==> src/rtl/dbs_pkg.sv <==
package dbs_pkg;

    localparam int LANE_W = 8;
    localparam int BUS_W  = 2 * LANE_W;

    typedef enum logic [1:0] {
        ST_IDLE  = 2'd0,
        ST_BEAT0 = 2'd1,
        ST_BEAT1 = 2'd2
    } dbs_state_e;

    typedef struct packed {
        logic             word;
        logic             write;
        logic             port8;
        logic             a0;
        logic [BUS_W-1:0] wdata;
    } dbs_req_t;

    // Word to a narrow port needs two byte beats.
    function automatic logic is_split(dbs_req_t r);
        return r.word & r.port8;
    endfunction

    // Lane strobes as {upper, lower}.
    function automatic logic [1:0] lane_strobes(dbs_req_t r);
        if (r.port8)
            return 2'b10;
        else if (r.word)
            return 2'b11;
        else
            return r.a0 ? 2'b01 : 2'b10;
    endfunction

    // External address LSB for a given beat.
    function automatic logic beat_a0(dbs_req_t r, logic beat);
        if (r.port8)
            return r.word ? beat : r.a0;
        return 1'b0;
    endfunction

    // Write data placed on the lanes for a given beat.
    function automatic logic [BUS_W-1:0] steer_wdata(dbs_req_t r, logic beat);
        logic [LANE_W-1:0] zb;
        zb = '0;
        if (!r.write)
            return '0;
        if (r.port8) begin
            if (r.word)
                return {(beat ? r.wdata[LANE_W-1:0] : r.wdata[BUS_W-1:LANE_W]), zb};
            return {r.wdata[LANE_W-1:0], zb};
        end
        if (r.word)
            return r.wdata;
        return r.a0 ? {zb, r.wdata[LANE_W-1:0]} : {r.wdata[LANE_W-1:0], zb};
    endfunction

    // Byte lane a single-byte read is taken from.
    function automatic logic [LANE_W-1:0] pick_lane(dbs_req_t r, logic [BUS_W-1:0] d);
        return (r.port8 || !r.a0) ? d[BUS_W-1:LANE_W] : d[LANE_W-1:0];
    endfunction

endpackage

==> src/rtl/dbs_seq.sv <==
module dbs_seq
    import dbs_pkg::*;
#(
    parameter int AW = 24
) (
    input  logic                 clk,
    input  logic                 rst,
    input  logic                 req_valid,
    input  logic [AW-1:0]        req_addr,
    input  logic                 req_word,
    input  logic                 req_write,
    input  logic [BUS_W-1:0]     req_wdata,
    input  logic                 port_8bit,
    input  logic                 ext_ready,
    output dbs_state_e           state,
    output dbs_req_t             cur,
    output logic [AW-2:0]        cur_hi,
    output logic                 beat,
    output logic                 beat_done,
    output logic                 req_ready,
    output logic                 done
);

    dbs_state_e nxt;
    logic       last_end;

    always_comb begin
        req_ready = (state == ST_IDLE);
        beat      = (state == ST_BEAT1);
        beat_done = (state != ST_IDLE) && ext_ready;
        last_end  = beat_done && (beat || !is_split(cur));
    end

    always_comb begin
        nxt = state;
        unique case (state)
            ST_IDLE:  if (req_valid) nxt = ST_BEAT0;
            ST_BEAT0: if (ext_ready) nxt = is_split(cur) ? ST_BEAT1 : ST_IDLE;
            ST_BEAT1: if (ext_ready) nxt = ST_IDLE;
            default:  nxt = ST_IDLE;
        endcase
    end

    always_ff @(posedge clk) begin
        if (rst) begin
            state  <= ST_IDLE;
            cur    <= '0;
            cur_hi <= '0;
            done   <= 1'b0;
        end else begin
            state <= nxt;
            done  <= last_end;
            if (req_valid && req_ready) begin
                cur.word  <= req_word;
                cur.write <= req_write;
                cur.port8 <= port_8bit;
                cur.a0    <= req_word ? 1'b0 : req_addr[0];
                cur.wdata <= req_wdata;
                cur_hi    <= req_addr[AW-1:1];
            end
        end
    end

    assert_hold_beat_R3: assert property (@(posedge clk) disable iff (rst)
        (state != ST_IDLE && !ext_ready) |=> (state == $past(state)));

    assert_done_single_R10: assert property (@(posedge clk) disable iff (rst)
        done |=> !done);

    assert_done_after_ready_R10: assert property (@(posedge clk) disable iff (rst)
        done |-> ($past(ext_ready) && ($past(state) != ST_IDLE)));

    assert_second_beat_split_R6: assert property (@(posedge clk) disable iff (rst)
        (state == ST_BEAT1) |-> is_split(cur));

endmodule

==> src/rtl/dbs_bus_drive.sv <==
module dbs_bus_drive
    import dbs_pkg::*;
#(
    parameter int AW = 24
) (
    input  logic                 clk,
    input  logic                 rst,
    input  dbs_state_e           state,
    input  dbs_req_t             cur,
    input  logic [AW-2:0]        cur_hi,
    input  logic                 beat,
    input  logic                 ext_ready,
    output logic [AW-1:0]        ext_addr,
    output logic                 ext_addr_stb,
    output logic                 ext_hi_stb,
    output logic                 ext_lo_stb,
    output logic                 ext_rd,
    output logic [BUS_W-1:0]     ext_wdata
);

    logic active;

    always_comb begin
        active       = (state != ST_IDLE);
        ext_addr_stb = active;
        {ext_hi_stb, ext_lo_stb} = active ? lane_strobes(cur) : 2'b00;
        ext_addr     = active ? {cur_hi, beat_a0(cur, beat)} : '0;
        ext_rd       = active && !cur.write;
        ext_wdata    = active ? steer_wdata(cur, beat) : '0;
    end

    assert_strobe_span_R6: assert property (@(posedge clk) disable iff (rst)
        (state == ST_BEAT0 && is_split(cur) && ext_ready)
        |=> (ext_addr_stb && ext_hi_stb && ext_addr[0]));

    assert_narrow_upper_only_R9: assert property (@(posedge clk) disable iff (rst)
        (ext_addr_stb && cur.port8) |-> !ext_lo_stb);

    assert_wide_a0_low_R4: assert property (@(posedge clk) disable iff (rst)
        (ext_addr_stb && !cur.port8) |-> !ext_addr[0]);

    assert_addr_stable_R3: assert property (@(posedge clk) disable iff (rst)
        (ext_addr_stb && !ext_ready) |=> ($stable(ext_addr) && $stable(ext_wdata)));

endmodule

==> src/rtl/dbs_rd_asm.sv <==
module dbs_rd_asm
    import dbs_pkg::*;
(
    input  logic                 clk,
    input  logic                 rst,
    input  dbs_req_t             cur,
    input  logic                 beat,
    input  logic                 beat_done,
    input  logic [BUS_W-1:0]     ext_rdata,
    output logic [BUS_W-1:0]     rdata
);

    always_ff @(posedge clk) begin
        if (rst) begin
            rdata <= '0;
        end else if (beat_done && !cur.write) begin
            if (is_split(cur)) begin
                if (!beat)
                    rdata[BUS_W-1:LANE_W] <= ext_rdata[BUS_W-1:LANE_W];
                else
                    rdata[LANE_W-1:0]     <= ext_rdata[BUS_W-1:LANE_W];
            end else if (cur.word) begin
                rdata <= ext_rdata;
            end else begin
                rdata <= {{LANE_W{1'b0}}, pick_lane(cur, ext_rdata)};
            end
        end
    end

    assert_low_byte_second_R7: assert property (@(posedge clk) disable iff (rst)
        (beat_done && beat && !cur.write)
        |=> (rdata[LANE_W-1:0] == $past(ext_rdata[BUS_W-1:LANE_W])));

    assert_high_byte_kept_R7: assert property (@(posedge clk) disable iff (rst)
        (beat_done && beat && !cur.write)
        |=> (rdata[BUS_W-1:LANE_W] == $past(rdata[BUS_W-1:LANE_W])));

endmodule

==> src/rtl/dbs_ctrl.sv <==
module dbs_ctrl
    import dbs_pkg::*;
#(
    parameter int AW = 24
) (
    input  logic              clk,
    input  logic              rst,
    input  logic              req_valid,
    output logic              req_ready,
    input  logic [AW-1:0]     req_addr,
    input  logic              req_word,
    input  logic              req_write,
    input  logic [15:0]       req_wdata,
    input  logic              port_8bit,
    output logic              done,
    output logic [15:0]       rdata,
    output logic [AW-1:0]     ext_addr,
    output logic              ext_addr_stb,
    output logic              ext_hi_stb,
    output logic              ext_lo_stb,
    output logic              ext_rd,
    output logic [15:0]       ext_wdata,
    input  logic [15:0]       ext_rdata,
    input  logic              ext_ready
);

    dbs_state_e     state;
    dbs_req_t       cur;
    logic [AW-2:0]  cur_hi;
    logic           beat;
    logic           beat_done;

    dbs_seq #(.AW(AW)) u_seq (
        .clk       (clk),
        .rst       (rst),
        .req_valid (req_valid),
        .req_addr  (req_addr),
        .req_word  (req_word),
        .req_write (req_write),
        .req_wdata (req_wdata),
        .port_8bit (port_8bit),
        .ext_ready (ext_ready),
        .state     (state),
        .cur       (cur),
        .cur_hi    (cur_hi),
        .beat      (beat),
        .beat_done (beat_done),
        .req_ready (req_ready),
        .done      (done)
    );

    dbs_bus_drive #(.AW(AW)) u_drive (
        .clk          (clk),
        .rst          (rst),
        .state        (state),
        .cur          (cur),
        .cur_hi       (cur_hi),
        .beat         (beat),
        .ext_ready    (ext_ready),
        .ext_addr     (ext_addr),
        .ext_addr_stb (ext_addr_stb),
        .ext_hi_stb   (ext_hi_stb),
        .ext_lo_stb   (ext_lo_stb),
        .ext_rd       (ext_rd),
        .ext_wdata    (ext_wdata)
    );

    dbs_rd_asm u_rd (
        .clk       (clk),
        .rst       (rst),
        .cur       (cur),
        .beat      (beat),
        .beat_done (beat_done),
        .ext_rdata (ext_rdata),
        .rdata     (rdata)
    );

    assert_done_idle_R10: assert property (@(posedge clk) disable iff (rst)
        done |-> (req_ready && !ext_addr_stb));

endmodule

==> config.mk <==
export PLATFORM = sky130hd
export DESIGN_NAME = dbs_ctrl
export DESIGN_NICKNAME = d
export VERILOG_FILES = /design/src/rtl/dbs_pkg.sv /design/src/rtl/dbs_seq.sv /design/src/rtl/dbs_bus_drive.sv /design/src/rtl/dbs_rd_asm.sv /design/src/rtl/dbs_ctrl.sv
export SDC_FILE = /design/constraint.sdc
export NUM_CORES = 1
export LEC_CHECK = 0
export BUFFER_PORTS_ARGS = -buffer_cell sky130_fd_sc_hd__buf_2
export CORE_UTILIZATION = 48
export CTS_CLUSTER_DIAMETER = 50
export DETAILED_ROUTE_END_ITERATION = 16
export PLACE_DENSITY = 0.91
export SYNTH_ARGS = -nofsm -noshare
export SYNTH_HDL_FRONTEND = slang
export SYNTH_SLANG_ARGS = --single-unit
export TNS_END_PERCENT = 1
==> constraint.sdc <==
create_clock -name clk -period 1.8 [get_ports clk]
set_input_delay 0.09 -clock clk [delete_from_list [all_inputs] [get_ports clk]]
set_output_delay 0.09 -clock clk [all_outputs]
set_load 0.05 [all_outputs]
==> out/results.ini <==
[finish]
fin_util_pct = 70.5
fin_area_um2 = 4220
final_cells = 593
final_common_cell = buf_2
final_nets = 578
areaGrowthSynthToFinish_pct = 39.7
drive_above_1_share_pct = 32.8
final_cell_mix = buf_2, nand2_1, dfxtp_1, a21oi_1, dlygate4sd3_1
antenna_cells = 0

[timing]
hold_viol_final = 0
fin_setup_tns_ns = -0.00398
skew_ns = 0.00764
worst_pin_slew_ns = 0.571
min_period_ns = 1.80
fin_crit_sh_pct = 100
whs_ns = 0.00568
maxSlewViolCount = 0
finalWorstSetupSlack_ns = -0.00398
finalSetupViolCount = 1
relSlewSlack_pct = 61.9
fmax_ghz = 0.554
rsz0062_at_grt = true

[global_route]
antenna_found_initial = 0
grt_pass1_vias = 2973
track_usage_pct = 28.5
grt_pass1_wl_um = 14100
grt_max_degree = 44
grt-ovfl-total = 0

[place]
place.gp.congestion = 0.852
portBuffers = 124
postPlaceCellArea_um2 = 3620
dp.cells = 542
dpl.hpwl_um = 5790
post-place-ws_ns = 0.127

[synth]
synth_cell_types = 33
avgSynthCellArea_um2 = 8.23
yosys_warnings = 0
synth_top_cell_by_area = dfxtp_1
synth_seq_cells = 62
syn-instance-count = 367
yosysTopAreaCellShare_pct = 41.1
netlist_top_cells_area = dfxtp_1, nand2_1, a21oi_1
ys_seq_area_share_pct = 41.1
netlist_area_um2 = 3020
syn_nets = 430

[setup_path]
r2r-end = u_rd.rdata[7]
endpoint = ext_wdata[9]
worstPathMaxFanout = 10
endpoint_kind = output pin
worstSetupPathType = flop to output pin
reg2reg_slack_ns = 0.18
reg2regPathDepth = 4
critPathLaunchType = flop
cp.required_ns = 1.71
worstReg2RegStart = u_seq.cur[19]
cp.arrival_ns = 1.71
critPathLaunch = u_seq.cur[16]

[clock_network]
cts-root-buf = clkbuf_8
clockBufferDepth = 2
cts_buffers = 9
cts_tree = yes
postCtsSetupBuffers = 0
clock-sinks = 62
htree_levels = 3
clk_pin_slew_ns = 0.06
clk_latency_ns = 0.33

[worst_hold_path]
holdPathStages = 3
min_path_type = primary input to flop
min-delay-start = req_write

[floorplanning]
die_w_um = 81.3
start_util_pct = 50.4
fp-row-count = 28
die_area_um2 = 6620
core-area_um2 = 5990
die_h_um = 81.3
io_pins = 125

[pwr]
power.density_nw_per_um2 = 763
leakagePower_nw = 1.91
vdd_drop_max_v = 0.000489
power.total_mw = 3.22

[routing]
wl_um = 9060
drtIter0Drc = 280
antenna_left = 0
first_pass_iters = 5
vias_per_cell = 5.38
vias = 3192
drcViolationCount = 0
post_drt_wl_per_cell_um = 15.3

[flow_run]
cap_violations = 0

[outcome]
violations = negative setup slack
status = finished with violations

flip-flops by register name (all words and copies together), names as in the netlist:
register	cells
u_rd.rdata	16
u_seq.cur	20
u_seq.cur_hi	23
u_seq.done	1
u_seq.state	2
cell families (layout without fill, tap and decap cells):
| logic type | count (synthesis) | count (layout) | synth area share, % |
|---|---|---|---|
| buffers and inverters | 38 | 189 | 7.91 |
| DFF | 62 | 62 | 41.1 |
| AOI/OAI and AO/OA | 79 | 79 | 16.9 |
| and+or+nand+nor | 171 | 171 | 28.5 |
| muxes | 17 | 17 | 5.63 |
routing by layer:
metal	global-route usage, %	up-vias	share of wire (%)
met4	13.8	0	2.0
met2	49.1	162	50
li1	-	1546	-
met1	32.6	1464	40
met5	0	-	0
met3	7.19	20	7.8
layout make-up:
| type | instances | area [um2] |
|---|---|---|
| repair buffers | 172 | 1130 |
| fillers | 457 | 1770 |
| well taps | 75 | 93.8 |
| flip-flops and latches | 62 | 1250 |
| clock inverters | 1 | 5.00 |
| multi-input cells | 267 | 1570 |
| clock buffers | 13 | 169 |
| inverters | 3 | 11.3 |
worst min-delay path by stage:
stage	to
2_1_floorplan	u_seq.cur_hi[0]
3_3_place_gp	u_seq.cur_hi[11]
3_5_place_dp	u_seq.cur_hi[9]
4_1_cts	u_seq.cur[8]
5_1_grt	u_seq.cur[7]
6_report	u_seq.cur[18]
cells in the mapped netlist:
cell,number
a211oi_2,8
nor2_1,4
nor3_1,2
mux2i_1,17
a21oi_1,47
inv_1,3
buf_8,1
nand3b_1,10
and3_4,1
clkbuf_1,10
nor2b_1,3
o21bai_2,1
and2_0,1
o2111a_1,1
nand2_1,88
clkbuf_2,1
nor3b_4,1
a31oi_1,8
buf_6,9
buf_1,1
nand3_1,7
dfxtp_1,62
o211ai_1,10
and2_1,31
or3b_1,1
buf_2,13
or2_1,1
nand2b_1,8
o21a_1,2
a21boi_0,1
o21ai_0,1
or3_1,1
nand4_1,12
critical path: stages (launching register included):
cell	delay, ns
dfxtp_1	0.38
o21bai_4	0.28
buf_6	0.21
o211ai_1	0.11
a21oi_1	0.18
buf_4	0.22
power breakdown:
| group | internal (mW) | total (mW) | switching [mW] |
|---|---|---|---|
| Combinational | 0.252 | 0.630 | 0.378 |
| Sequential | 1.44 | 1.50 | 0.0536 |
| Clock | 0.596 | 1.09 | 0.497 |
| Total | 2.29 | 3.22 | 0.929 |
timing repair:
action / 4_1_cts / 5_1_grt
hold endpoints to repair: 36 / 1
hold buffers: 36 / 1
setup endpoints to repair: 40 / 42
gates resized for setup: 12 / 13
pin swaps: 0 / 1
Note: power is estimated with default switching activity, not from simulation.
